===== config.mk =====
export PLATFORM = sky130hd
export DESIGN_NAME = iaddr_reg
export DESIGN_NICKNAME = d
export VERILOG_FILES = /design/src/rtl/iaddr_pkg.sv /design/src/rtl/iaddr_ctrl.sv /design/src/rtl/iaddr_dp.sv /design/src/rtl/iaddr_reg.sv
export SDC_FILE = /design/constraint.sdc
export NUM_CORES = 1
export LEC_CHECK = 0
export ABC_CLOCK_PERIOD_IN_PS = 8400
export CAP_MARGIN = 25
export CORE_MARGIN = 2
export CORE_UTILIZATION = 46
export CTS_CLUSTER_SIZE = 14
export DETAILED_ROUTE_END_ITERATION = 16
export GPL_TIMING_DRIVEN = 0
export PLACE_DENSITY = 0.86
export SYNTH_ARGS = -nofsm -noshare
export SYNTH_HDL_FRONTEND = slang
export SYNTH_HIERARCHICAL = 1
export SYNTH_SLANG_ARGS = --single-unit

===== constraint.sdc =====
create_clock -name clk -period 8.4 [get_ports clk]
set_clock_uncertainty 0.15 [all_clocks]
set_input_delay 1.68 -clock clk [delete_from_list [all_inputs] [get_ports clk]]
set_output_delay 1.68 -clock clk [all_outputs]
set_load 0.01 [all_outputs]

===== src/rtl/iaddr_pkg.sv =====
package iaddr_pkg;
  localparam int ADDR_W  = 64;
  localparam int NARROW_W = 24;
  localparam int MID_W    = 31;
  localparam int NUM_MODES = 3;

  typedef enum logic [1:0] {
    MODE24 = 2'b00,
    MODE31 = 2'b01,
    MODE64 = 2'b10
  } amode_e;

  localparam logic [1:0] MODE_RSVD = 2'b11;

  typedef struct packed {
    logic ldReset;
    logic ldRestore;
    logic ldBranch;
    logic ldInc;
    logic saveLink;
    logic flagLen;
    logic flagSpec;
  } strobe_t;

  function automatic int modeWidth(input int m);
    case (m)
      0:       return NARROW_W;
      1:       return MID_W;
      default: return ADDR_W;
    endcase
  endfunction
endpackage


===== src/rtl/iaddr_ctrl.sv =====
module iaddr_ctrl
  import iaddr_pkg::*;
(
  input  logic       clk,
  input  logic       rst,
  input  logic       restoreValid,
  input  logic [1:0] restoreMode,
  input  logic       branchValid,
  input  logic       branchCall,
  input  logic       tgtLsb,
  input  logic       fetchValid,
  input  logic [1:0] fetchIlc,
  output strobe_t    strb,
  output logic       lenErr,
  output logic       specErr
);
  always_comb begin
    strb = '0;
    if (rst) begin
      strb.ldReset = 1'b1;
    end else if (restoreValid) begin
      if (restoreMode != MODE_RSVD) strb.ldRestore = 1'b1;
      else                          strb.flagSpec  = 1'b1;
    end else if (branchValid) begin
      if (!tgtLsb) begin
        strb.ldBranch = 1'b1;
        strb.saveLink = branchCall;
      end else begin
        strb.flagSpec = 1'b1;
      end
    end else if (fetchValid) begin
      if (fetchIlc != 2'b00) strb.ldInc   = 1'b1;
      else                   strb.flagLen = 1'b1;
    end
  end

  always_ff @(posedge clk) begin
    if (rst) begin
      lenErr  <= 1'b0;
      specErr <= 1'b0;
    end else begin
      lenErr  <= strb.flagLen;
      specErr <= strb.flagSpec;
    end
  end


  len_err_src_chk: assert property (@(posedge clk) disable iff (rst)
    lenErr |-> $past(fetchValid && fetchIlc == 2'b00 && !restoreValid && !branchValid));


  spec_err_src_chk: assert property (@(posedge clk) disable iff (rst)
    specErr |-> $past((restoreValid && restoreMode == MODE_RSVD) ||
                      (!restoreValid && branchValid && tgtLsb)));


  flags_excl_chk: assert property (@(posedge clk) disable iff (rst)
    !(lenErr && specErr));
endmodule


===== src/rtl/iaddr_dp.sv =====
module iaddr_dp
  import iaddr_pkg::*;
#(
  parameter int AW = ADDR_W
) (
  input  logic          clk,
  input  logic          rst,
  input  strobe_t       strb,
  input  logic [AW-1:0] rstVec,
  input  logic [AW-1:0] restoreAddr,
  input  logic [1:0]    restoreMode,
  input  logic [AW-1:0] target,
  input  logic [1:0]    fetchIlc,
  output logic [AW-1:0] pc,
  output logic [1:0]    mode,
  output logic [AW-1:0] linkAddr,
  output logic          linkValid
);
  logic [AW-1:0] widthMask [NUM_MODES];

  for (genvar g = 0; g < NUM_MODES; g++) begin : g_mask
    localparam int MW = modeWidth(g);
    if (MW >= AW) begin : g_full
      assign widthMask[g] = '1;
    end else begin : g_part
      assign widthMask[g] = {{(AW-MW){1'b0}}, {MW{1'b1}}};
    end
  end

  logic [AW-1:0] stepBytes;
  logic [AW-1:0] seqAddr;
  logic [AW-1:0] activeMask;
  logic [AW-1:0] restoreMask;

  assign stepBytes   = {{(AW-3){1'b0}}, fetchIlc, 1'b0};
  assign seqAddr     = pc + stepBytes;
  assign activeMask  = (mode == MODE_RSVD) ? widthMask[0] : widthMask[mode];
  assign restoreMask = (restoreMode == MODE_RSVD) ? widthMask[0] : widthMask[restoreMode];

  always_ff @(posedge clk) begin
    if (strb.ldReset) begin
      pc        <= rstVec & widthMask[0];
      mode      <= MODE24;
      linkValid <= 1'b0;
      linkAddr  <= '0;
    end else begin
      linkValid <= strb.saveLink;
      if (strb.saveLink) linkAddr <= pc;
      if (strb.ldRestore) begin
        pc   <= restoreAddr & restoreMask;
        mode <= restoreMode;
      end else if (strb.ldBranch) begin
        pc <= target & activeMask;
      end else if (strb.ldInc) begin
        pc <= seqAddr & activeMask;
      end
    end
  end


  mask24_chk: assert property (@(posedge clk) disable iff (rst)
    mode == MODE24 |-> pc[AW-1:NARROW_W] == '0);


  mask31_chk: assert property (@(posedge clk) disable iff (rst)
    mode == MODE31 |-> pc[AW-1:MID_W] == '0);


  mode_legal_chk: assert property (@(posedge clk) disable iff (rst)
    mode != MODE_RSVD);


  hold_chk: assert property (@(posedge clk) disable iff (rst)
    !(strb.ldRestore || strb.ldBranch || strb.ldInc) |=> $stable(pc) && $stable(mode));


  link_chk: assert property (@(posedge clk) disable iff (rst)
    strb.saveLink |=> linkValid && linkAddr == $past(pc));
endmodule


===== src/rtl/iaddr_reg.sv =====
module iaddr_reg
  import iaddr_pkg::*;
(
  input  logic              clk,
  input  logic              rst,
  input  logic [ADDR_W-1:0] rstVec,
  input  logic              fetchValid,
  input  logic [1:0]        fetchIlc,
  input  logic              branchValid,
  input  logic              branchCall,
  input  logic [ADDR_W-1:0] branchTarget,
  input  logic              restoreValid,
  input  logic [ADDR_W-1:0] restoreAddr,
  input  logic [1:0]        restoreMode,
  output logic [ADDR_W-1:0] nextAddr,
  output logic [1:0]        curMode,
  output logic [ADDR_W-1:0] linkAddr,
  output logic              linkValid,
  output logic              lenErr,
  output logic              specErr
);
  strobe_t strb;

  iaddr_ctrl i_ctrl (
    .clk          (clk),
    .rst          (rst),
    .restoreValid (restoreValid),
    .restoreMode  (restoreMode),
    .branchValid  (branchValid),
    .branchCall   (branchCall),
    .tgtLsb       (branchTarget[0]),
    .fetchValid   (fetchValid),
    .fetchIlc     (fetchIlc),
    .strb         (strb),
    .lenErr       (lenErr),
    .specErr      (specErr)
  );

  iaddr_dp #(.AW(ADDR_W)) i_dp (
    .clk         (clk),
    .rst         (rst),
    .strb        (strb),
    .rstVec      (rstVec),
    .restoreAddr (restoreAddr),
    .restoreMode (restoreMode),
    .target      (branchTarget),
    .fetchIlc    (fetchIlc),
    .pc          (nextAddr),
    .mode        (curMode),
    .linkAddr    (linkAddr),
    .linkValid   (linkValid)
  );
endmodule


* Word level (Yosys, flattened, before mapping)
Cells that the tools add are included. W data, S select, Z words.
Operators by class: add/subtract/negate cells 1, order comparisons 2, equal/unequal tests 3, multiplexer cells 31, bitwise gates (word level) 6, reduce and logical (&&, ||, !) cells 4
Operator list (number):
- $mux W64 | 9
- $bmux W64 S2 | 2
- $and A64 B64 Y64 | 3
- $add A64 B3 Y64 | 1
- $mux W24 | 1
- $mux W1 | 17
- $ge A3 B3 Y1 const B | 2
- $mux W6 | 1
- $not A2 Y3 | 2
- $eq A2 B2 Y1 const B | 2
- $mux W4 | 1
- $reduce_bool A4 Y1 | 1
- $reduce_or A4 Y1 | 1
- $reduce_bool A3 Y1 | 1
- $ne A2 B2 Y1 const B | 1
- $reduce_bool A2 Y1 | 1
- $not A1 Y1 | 1
Storage, ports and cells: register bits after elaboration 133, bits of input ports 202, output and inout bits 133

* Depth between registers and ports, before layout
depth in word-level cells 10, mapped depth 11, depth with buffers taken out 9

* Hierarchy
Netlist, hierarchy kept.
By module, submodules not included:
- iaddr_dp | instances 1, cells an instance 869, area an instance 7384.6 um2, sequential area each 2862.7 um2
- iaddr_ctrl | instances 1, cells an instance 16, area an instance 127.6 um2, sequential area each 40.0 um2

* Least setup slack after synthesis
No wires, ideal clock.
kind input to register, start point input fetchIlc[0], end point register i_dp.pc[55], setup time 103 ps, arrival 3682 ps, setup slack 4464 ps, stages on the path 11, buffers on the path 2, cells stage by stage ha_1 -> inv_1 -> fa_1 -> nor2b_1 -> and4_1 -> buf_2 -> and3_2 -> buf_4 -> nand3_1 -> mux2i_1 -> a2111oi_2
Between the ends: longest elaborated chain between the ends 7
RTL lines:
- start: declaration | RTL line iaddr_reg.sv:8 | input logic [1:0] fetchIlc,
- branches (longest 7 deep; another with $add A64 B3 Y64)
- end signal: assignment | RTL line iaddr_dp.sv:42 | pc <= rstVec & widthMask[0];
- end signal: assignment | RTL line iaddr_dp.sv:50 | pc <= restoreAddr & restoreMask;
- end signal: assignment | RTL line iaddr_dp.sv:53 | pc <= target & activeMask;
- end: declaration | RTL line iaddr_dp.sv:14 | output logic [AW-1:0] pc,
Several ways; the timed one is not identified. The select of a mux whose other input is x is not followed. A chain may end at the register's enable or synchronous reset.

==> results_dict.tcl <==
set metrics [dict create \
    syn-num-nets 1092 \
    fin_crit_sh_pct 59.85 \
    drive_gt1_share_pct 5.376 \
    p_per_area_nw_per_um2 154.8 \
    pin_count 335 \
    io_buffers 294 \
    crit_family "buffers and inverters" \
    hpwl_um 22450 \
    p_seq_share_pct 41.8 \
    reg2reg_setup_slack_ps 5240 \
    run_status "finished, final reports clean" \
    swShare_pct 27.71 \
    min_from "i_dp/linkAddr[40]" \
    avgSynthCellArea_sq_um 8.496 \
    syn_inst 883 \
    fin_nets 1406 \
    post-place-ws_ps 3111 \
    worst_pin_slew_ps 972.7 \
    coreArea_sq_um 15890 \
    power_mw 1.744 \
    max_cap_violations 0 \
    antenna_cells 0 \
    finalNonFillerCells 1425 \
    hold_path_class "flip-flop to flip-flop" \
    end_kind "flip-flop" \
    grt_max_degree 17 \
    areaGrowthSynthToFinish_pct 50.18 \
    firstDrtPassIters 6 \
    clkTransAtPathRegs_ps 60 \
    drt_iter0_drc 1169 \
    hold_depth 2 \
    regToRegStartpoint "i_dp/pc[1]" \
    critPathMaxFanout 10 \
    critPathKind "primary input to flip-flop" \
    clk_latency_ps 420 \
    cts.path.max_buffers 2 \
    reg2reg_to "i_dp/pc[61]" \
    cpMostUsedCell "clkbuf_1" \
    routed_wl_um 30740 \
    die_y_um 131.7 \
    slew_viol_final 0 \
    p_clk_share_pct 39.7 \
    slew_headroom_pct 35.15 \
    root_buffer "clkbuf_16" \
    hold_violations 0 \
    die_area_sq_um 17350 \
    p_int_mw 1.261 \
    arrival_ps 5200 \
    htree_levels 4 \
    gr-usage-all-layers_pct 34.62 \
    grt_pass1_wl_um 46690 \
    row_count 46 \
    path_cells "clkdlybuf4s50_1 -> nor4b_1 -> inv_1 -> clkbuf_1 -> nand2_1 -> clkbuf_1 -> clkbuf_1 -> o21ai_0 -> a211oi_1" \
    ant_nets 0 \
    antenna_found_initial 0 \
    clock-sinks 133 \
    place_inst 1394 \
    die_w_um 131.7 \
    place.gp.congestion 0.8793 \
    ff2ff_path_depth 11 \
    setup_viol 0 \
    min_to "i_dp/linkAddr[40]" \
    power.switching_uw 483.4 \
    crit_buf_inv 5 \
    required_ps 8570 \
    ctsHoldBuffers 0 \
    cts_tree "yes" \
    peakVddDrop_mv 0.1377 \
    initial_utilization_pct 47.23 \
    rsz0062_at_grt "false" \
    post-cts-setup-buffers 0 \
    final_common_cell "clkdlybuf4s50_1" \
    leakagePower_nw 3.852 \
    combPwrFrac_pct 18.5 \
    start_kind "primary input" \
    gr-total-overflow 0 \
    fin_setup_tns_ps 0 \
    vias 8504 \
    yosys_warnings 6 \
    netlist_area_sq_um 7502 \
    layout_common_cells "clkdlybuf4s50_1 (294), nor2_1 (127), dfxtp_1 (109)" \
    max_stage_delay_ps 710 \
    wire_per_inst_um 21.57 \
    setup_ws_ps 3373 \
    slowest_stage "nor4b_1" \
    cts_resized 0 \
    cts_buffers 17 \
    grt_pass1_vias 8348 \
    drc 0 \
    whs_ps 342.0 \
    max_freq_mhz 198.9 \
    routed_via_density 5.968 \
    min_period_ps 5027 \
]
[worst max-delay path by stage]
| stage | from | endpoint | slack (ps) | cells past startpoint |
|---|---|---|---|---|
| detailed placement | rst | i_dp/pc[34] | 3110 | 10 |
| CTS | rst | i_dp/pc[31] | 3530 | 9 |
| global placement | rst | i_dp/pc[4] | 2960 | 5 |
| global route | rst | i_dp/pc[31] | 3240 | 9 |
| floorplan | fetchIlc[0] | i_dp/pc[55] | 4460 | 11 |
| finish | rst | i_dp/pc[31] | 3370 | 9 |
[flip-flops by register name, indices dropped and copies added (netlist names)]
signal	flops
i_dp/linkAddr	64
i_dp/pc	64
i_dp/mode	2
i_ctrl/lenErr	1
i_ctrl/specErr	1
i_dp/linkValid	1
[power groups by stage]
stage | logic, mW | registers (mW) | clock network [mW]
CTS | 0.318 | 0.727 | 0.694
finish | 0.323 | 0.729 | 0.693
detailed placement | 0.314 | 0.739 | 0
floorplan | 0.125 | 0.739 | 0
global route | 0.344 | 0.733 | 0.721
global placement | 0.308 | 0.738 | 0
[final cells by class]
class	count	area, sq um
sequential	133	2903
multi-input combinational	662	4239
tap	216	270.3
buffer	64	270.3
timing repair buffer	295	2958
clock buffer	24	491.7
clock inverter	7	45.04
inverter	24	90.09
fill	1218	4618
[worst reg2reg max path, stage by stage (launching register included)]
cell and delay [ps]:
edfxtp_1 380, ha_1 200, inv_1 60, fa_1 450, nor2b_1 320, and4_1 220
buf_2 220, nand4_2 220, buf_4 270, nor4_1 190, o21ai_1 100, a221oi_1 280
[layer usage]
layer  global-route usage (%)  routed length [um]
met3                    9.028                3178
met1                    40.94               11480
met2                    58.67               14860
met4                    16.49                1215
met5                        0                   0
[through the flow]
| step | utilization [%] | instance area (sq um) |
|---|---|---|
| global placement | 67.45 | 10720 |
| global route | 70.93 | 11270 |
| detailed placement | 67.55 | 10730 |
| floorplan | - | 7502 |
| finish | 70.93 | 11270 |
| CTS | 70.93 | 11270 |
No activity file was read; power rests on OpenSTA's default activity.
